**src/rtl/sce_pkg.sv**
```systemverilog
package sce_pkg;

    typedef enum logic [2:0] {
        ST_IDLE,
        ST_RUN,
        ST_DRAIN,
        ST_FIN,
        ST_REJECT
    } sce_state_e;

    typedef struct packed {
        logic [7:0] mul;
        logic [7:0] add;
        logic [7:0] xout;
        logic [7:0] xin;
    } sce_key_t;

endpackage

```
**src/rtl/sce_scramble.sv**
```systemverilog
module sce_scramble #(
    parameter int AW = 8
) (
    input  logic [AW-1:0] step,
    input  logic [AW-1:0] mul,
    input  logic [AW-1:0] add,
    input  logic [AW-1:0] xout,
    input  logic [AW-1:0] xin,
    output logic [AW-1:0] idx
);
    localparam int PW = 2 * AW;

    logic [AW-1:0] mixed;
    logic [PW-1:0] prod;
    logic [AW-1:0] shifted;

    always_comb begin
        mixed   = step ^ xin;
        prod    = {{AW{1'b0}}, mul} * {{AW{1'b0}}, mixed};
        shifted = prod[AW-1:0] + add;
        idx     = shifted ^ xout;
    end

endmodule

```
**src/rtl/sce_ctrl.sv**
```systemverilog
module sce_ctrl
    import sce_pkg::*;
#(
    parameter int AW = 8
) (
    input  logic          clk,
    input  logic          rst_n,
    input  logic          start,
    input  logic [AW-1:0] in_mul,
    input  logic [AW-1:0] in_add,
    input  logic [AW-1:0] in_xout,
    input  logic [AW-1:0] in_xin,
    output logic [AW-1:0] step,
    output logic [AW-1:0] mul_q,
    output logic [AW-1:0] add_q,
    output logic [AW-1:0] xout_q,
    output logic [AW-1:0] xin_q,
    output logic          rd_en,
    output logic          busy,
    output logic          done,
    output logic          err
);
    localparam logic [AW-1:0] LAST_STEP = '1;

    sce_state_e state, nxt;
    logic       accept;
    logic       last;

    always_comb begin
        accept = start && in_mul[0];
        last   = (step == LAST_STEP);
    end

    always_comb begin
        nxt = state;
        unique case (state)
            ST_IDLE: begin
                if (start) nxt = accept ? ST_RUN : ST_REJECT;
            end
            ST_RUN:    if (last) nxt = ST_DRAIN;
            ST_DRAIN:  nxt = ST_FIN;
            ST_FIN:    nxt = ST_IDLE;
            ST_REJECT: nxt = ST_IDLE;
            default:   nxt = ST_IDLE;
        endcase
    end

    always_ff @(posedge clk or negedge rst_n) begin
        if (!rst_n) state <= ST_IDLE;
        else        state <= nxt;
    end

    always_ff @(posedge clk or negedge rst_n) begin
        if (!rst_n) begin
            step   <= '0;
            mul_q  <= '0;
            add_q  <= '0;
            xout_q <= '0;
            xin_q  <= '0;
        end else if (state == ST_IDLE && accept) begin
            step   <= '0;
            mul_q  <= in_mul;
            add_q  <= in_add;
            xout_q <= in_xout;
            xin_q  <= in_xin;
        end else if (state == ST_RUN) begin
            step <= step + 1'b1;
        end
    end

    always_comb begin
        rd_en = 1'b0;
        busy  = 1'b0;
        done  = 1'b0;
        err   = 1'b0;
        unique case (state)
            ST_IDLE:   ;
            ST_RUN:    begin rd_en = 1'b1; busy = 1'b1; end
            ST_DRAIN:  busy = 1'b1;
            ST_FIN:    begin busy = 1'b1; done = 1'b1; end
            ST_REJECT: err = 1'b1;
            default:   ;
        endcase
    end

    AST_RUN_KEY_ODD: assert property (@(posedge clk) disable iff (!rst_n)
        (state == ST_RUN) |-> mul_q[0]);

    AST_STEP_ADVANCE: assert property (@(posedge clk) disable iff (!rst_n)
        (state == ST_RUN && $past(state) == ST_RUN) |-> (step - $past(step)) == AW'(1));

    AST_KEYS_HOLD: assert property (@(posedge clk) disable iff (!rst_n)
        (busy && $past(busy)) |-> ($stable(mul_q) && $stable(add_q) && $stable(xout_q) && $stable(xin_q)));

    AST_REJECT_ORIGIN: assert property (@(posedge clk) disable iff (!rst_n)
        err |-> ($past(state) == ST_IDLE && $past(start) && !$past(in_mul[0])));

    AST_DONE_SINGLE: assert property (@(posedge clk) disable iff (!rst_n)
        done |=> !done);

endmodule

```
**src/rtl/sce_wrpipe.sv**
```systemverilog
module sce_wrpipe #(
    parameter int AW = 8,
    parameter int DW = 8
) (
    input  logic          clk,
    input  logic          rst_n,
    input  logic          rd_en,
    input  logic [AW-1:0] rd_idx,
    input  logic [DW-1:0] rd_data,
    output logic          wr_en,
    output logic [AW-1:0] wr_idx,
    output logic [DW-1:0] wr_data
);
    logic          pend_q;
    logic [AW-1:0] idx_q;

    always_ff @(posedge clk or negedge rst_n) begin
        if (!rst_n) begin
            pend_q <= 1'b0;
            idx_q  <= '0;
        end else begin
            pend_q <= rd_en;
            if (rd_en) idx_q <= rd_idx;
        end
    end

    always_comb begin
        wr_en   = pend_q;
        wr_idx  = idx_q;
        wr_data = rd_data;
    end

endmodule

```
**src/rtl/shuffle_copy_engine.sv**
```systemverilog
module shuffle_copy_engine
    import sce_pkg::*;
#(
    parameter int AW = 8,
    parameter int DW = 8
) (
    input  logic          clk,
    input  logic          rst_n,
    input  logic          start,
    input  logic [AW-1:0] key_mul,
    input  logic [AW-1:0] key_add,
    input  logic [AW-1:0] key_xout,
    input  logic [AW-1:0] key_xin,
    output logic          busy,
    output logic          done,
    output logic          err,
    output logic          src_rd_en,
    output logic [AW-1:0] src_rd_addr,
    input  logic [DW-1:0] src_rd_data,
    output logic          dst_wr_en,
    output logic [AW-1:0] dst_wr_addr,
    output logic [DW-1:0] dst_wr_data
);
    logic [AW-1:0] step;
    logic [AW-1:0] mul_q, add_q, xout_q, xin_q;
    logic          rd_en;

    sce_ctrl #(.AW(AW)) u_ctrl (
        .clk     (clk),
        .rst_n   (rst_n),
        .start   (start),
        .in_mul  (key_mul),
        .in_add  (key_add),
        .in_xout (key_xout),
        .in_xin  (key_xin),
        .step    (step),
        .mul_q   (mul_q),
        .add_q   (add_q),
        .xout_q  (xout_q),
        .xin_q   (xin_q),
        .rd_en   (rd_en),
        .busy    (busy),
        .done    (done),
        .err     (err)
    );

    sce_scramble #(.AW(AW)) u_scr (
        .step (step),
        .mul  (mul_q),
        .add  (add_q),
        .xout (xout_q),
        .xin  (xin_q),
        .idx  (src_rd_addr)
    );

    sce_wrpipe #(.AW(AW), .DW(DW)) u_wr (
        .clk     (clk),
        .rst_n   (rst_n),
        .rd_en   (rd_en),
        .rd_idx  (src_rd_addr),
        .rd_data (src_rd_data),
        .wr_en   (dst_wr_en),
        .wr_idx  (dst_wr_addr),
        .wr_data (dst_wr_data)
    );

    assign src_rd_en = rd_en;

    AST_DONE_AFTER_WRITE: assert property (@(posedge clk) disable iff (!rst_n)
        done |-> ($past(dst_wr_en) && !dst_wr_en && !src_rd_en));

    AST_IDLE_QUIET: assert property (@(posedge clk) disable iff (!rst_n)
        !busy |-> (!src_rd_en && !dst_wr_en && !done));

    AST_WRITE_NEEDS_READ: assert property (@(posedge clk) disable iff (!rst_n)
        dst_wr_en |-> $past(src_rd_en));

    AST_ERR_NO_TRAFFIC: assert property (@(posedge clk) disable iff (!rst_n)
        err |=> (!src_rd_en && !dst_wr_en && !busy));

endmodule

```
**config.mk**
```make
export PLATFORM = sky130hd
export DESIGN_NAME = shuffle_copy_engine
export DESIGN_NICKNAME = d
export VERILOG_FILES = /design/src/rtl/sce_pkg.sv /design/src/rtl/sce_scramble.sv /design/src/rtl/sce_ctrl.sv /design/src/rtl/sce_wrpipe.sv /design/src/rtl/shuffle_copy_engine.sv
export SDC_FILE = /design/constraint.sdc
export NUM_CORES = 1
export LEC_CHECK = 0
export BUFFER_PORTS_ARGS = -buffer_cell sky130_fd_sc_hd__buf_4
export CAP_MARGIN = 20
export CORE_MARGIN = 5
export CORE_UTILIZATION = 55
export DETAILED_ROUTE_END_ITERATION = 10
export PLACE_DENSITY = 0.87
export SYNTH_ARGS = -nofsm -noshare
export SYNTH_HDL_FRONTEND = slang
export SYNTH_HIERARCHICAL = 1
export SYNTH_SLANG_ARGS = --single-unit
```
**constraint.sdc**
```tcl
create_clock -name clk -period 5.7 [get_ports clk]
set_input_delay 0 -clock clk [delete_from_list [all_inputs] [get_ports clk]]
set_output_delay 0 -clock clk [all_outputs]
set_load 0.02 [all_outputs]
```
==> flow_summary.yaml <==
clocking:
  tritoncts: "built"
  cts-root-buf: "clkbuf_8"
  cts_buffers: 5
  clkTransAtPathRegs_ps: 100
  post_cts_buffers: 0
  clock_path_buffers: 2
  cts.sinks: 52
  insertion_delay_ps: 310
  cts_htree_levels: 2
run:
  maxCapViolCount: 0
synth:
  synth_top_area_cell: "dfrtp_1"
  ys_seq_area_frac: 0.379
  syn_nets: 383
  synth.most_common_cell: "dfrtp_1"
  ys_types: 36
  syn_area_um2: 3430
  synth_area_leaders: "dfrtp_1 38%, fa_1 10%, mux2_2 9.5%, ha_1 6.6%, inv_1 4.4%"
  yosysWarnings: 6
  syn_inst: 304
  async_flop_share: 1.00
  synth_edf_count: 0
  synth.avg_cell_area_um2: 11.3
  synth_top_area_share: 0.379
  synth_common_cells: "52 x dfrtp_1, 40 x inv_1, 35 x nand2_1"
  synth-seq-cells: 52
  synth_ff_type: "dfrtp_1"
finish:
  drive_gt1_frac: 0.285
  syn_to_final_growth_pct: 24.6
  num-fill-cells: 408
  final_nets: 464
  multi_input_area_um2: 1880
  regArea_um2: 1300
drt:
  drt_iter0_drc: 99
  drc: 0
  firstDrtPassIters: 4
  vias: 2351
  vias_per_cell: 5.09
  wl_per_cell_um: 15.1
  drtAntennaViolNets: 0
  routed_wl_mm: 6.98
global_routing:
  grt_pass1_vias: 2568
  grt_util_all_layers: 0.199
  grt_pass1_wl_mm: 11.9
  grt_max_degree: 53
  antenna_found_initial: 0
  grt-ovfl-total: 0
die:
  dieArea_um2: 7920
  io_pins: 72
  die-height_um: 89.0
  row_count: 28
  start_util: 0.573
  coreArea_um2: 5990
  die_w_um: 89.0
worst_setup_path:
  cp-start-kind: "flip-flop"
  crit_fanout: 7
  worstSetupPathType: "reg2out"
  rr_startpoint: "u_ctrl/step[1]"
  cp-end-kind: "primary output"
  crit_path_start: "u_ctrl/step[1]"
  cp.required_ps: 5700
  critical_path_arrival_ps: 4550
sta:
  fin_crit_ps: 4550
  fin_tns_setup_ps: 0
  worst_slew_margin_rel: 0.535
  setup_violations: 0
  finalClockSkew_ps: 6.94
  rsz0062_at_grt: "no"
  fin_crit_sh: 0.799
  tightest_slew_ps: 696
  drv_slew: 0
  hold_viol_final: 0
  fmax_mhz: 220
placement:
  port_buffers: 55
  dp_hpwl_mm: 5.08
  place_congestion: 0.824
outcome:
  status: "completed"
min_path:
  worstHoldPathType: "in2out"
  worstHoldStart: "src_rd_data[3]"
kinds of logic (layout without fill, tap and decap cells):
| logic type | Yosys count | after routing | synth area share |
|---|---|---|---|
| DFF | 52 | 52 | 0.379 |
| buffers and inverters | 55 | 137 | 0.0725 |
| muxes | 40 | 40 | 0.140 |
| AOI/OAI and AO/OA | 19 | 19 | 0.0346 |
| adders and majority gates | 36 | 36 | 0.171 |
| other | 0 | 1 | 0 |
| and+or+nand+nor | 68 | 68 | 0.0999 |
| xor gates and xnor gates | 34 | 34 | 0.103 |
through the flow:
| stage | hold WS, ps | worst slack, ps | area (um2) | utilization | instances |
|---|---|---|---|---|---|
| floorplan | -296 | 1450 | 3430 | - | 304 |
| global placement | 0.137 | 1430 | 3850 | 0.642 | 420 |
| detailed placement | 0.137 | 1250 | 3850 | 0.642 | 420 |
| CTS | 0.137 | 1110 | 4280 | 0.714 | 461 |
| global route | 0.0556 | 838 | 4280 | 0.714 | 461 |
| finish | 0.00881 | 1150 | 4280 | 0.714 | 462 |
layout make-up:
class	instances	area share
repair buffers	89	0.175
clock inverters	2	0.00322
well taps	75	0.0219
flip-flops and latches	52	0.304
inverters	40	0.0351
multi-input cells	197	0.440
diodes	1	0.000585
clock buffers	6	0.0193
registers in the layout (all words and copies together) (netlist names):
register	cells
u_ctrl/xout_q	8
u_ctrl/add_q	8
u_ctrl/state	3
u_ctrl/xin_q	8
u_wr/wr_idx	8
u_ctrl/step	8
u_wr/wr_en	1
u_ctrl/mul_q	8
placed cells by master, fill, tap and decap left out, types with 4 or more instances in the layout:
master and count:
and2_1 9, dfrtp_1 52, buf_4 56, xnor2_1 13, clkbuf_8 6, ha_1 18
xor2_1 15, mux2_2 29, inv_1 40, a21oi_1 9, o21ai_0 4, nand2_1 35
dlygate4sd3_1 33, xor2_2 4, fa_1 18, mux2_4 8, nor2_1 5
what timing repair did:
item / 4_1_cts / 5_1_grt
hold buffers: 33 / 0
gates resized for setup: 0 / 0
hold endpoints to repair: 84 / 0
critical path, cell delays in order (launching register included):
cell	delay, ps
dfrtp_1	460
xor2_2	350
nand2_1	160
fa_1	520
inv_1	40
ha_1	290
ha_1	280
inv_1	60
fa_1	540
inv_1	40
ha_1	200
inv_1	70
fa_1	200
inv_1	50
a21o_1	200
a21oi_4	170
xor2_1	180
xnor3_1	260
buf_4	180
per-layer routing:
metal	up-vias	part of all wire	global-route usage
li1	1122	-	-
met1	1160	0.39	0.235
met2	59	0.54	0.363
met3	10	0.054	0.0406
met4	0	0.016	0.0622
met5	-	0	0
worst paths after layout:
path / endpoint / slack (ps) / cells past startpoint
worst max-delay path: src_rd_addr[7] / 1150 / 18
worst min-delay path: dst_wr_data[3] / 0.009 / 0
worst max register to register: u_wr/wr_idx[7] / 1250 / 18
worst min register to register: u_ctrl/add_q[4] / 500 / 1
max in group asynchronous: u_ctrl/add_q[4] / 5000 / 2
min in group asynchronous: u_wr/wr_idx[3] / 260 / 2
Power is left out: the tool's default activity adds up to more than one toggle a clock period on the data nets, which glitch-free logic cannot reach.
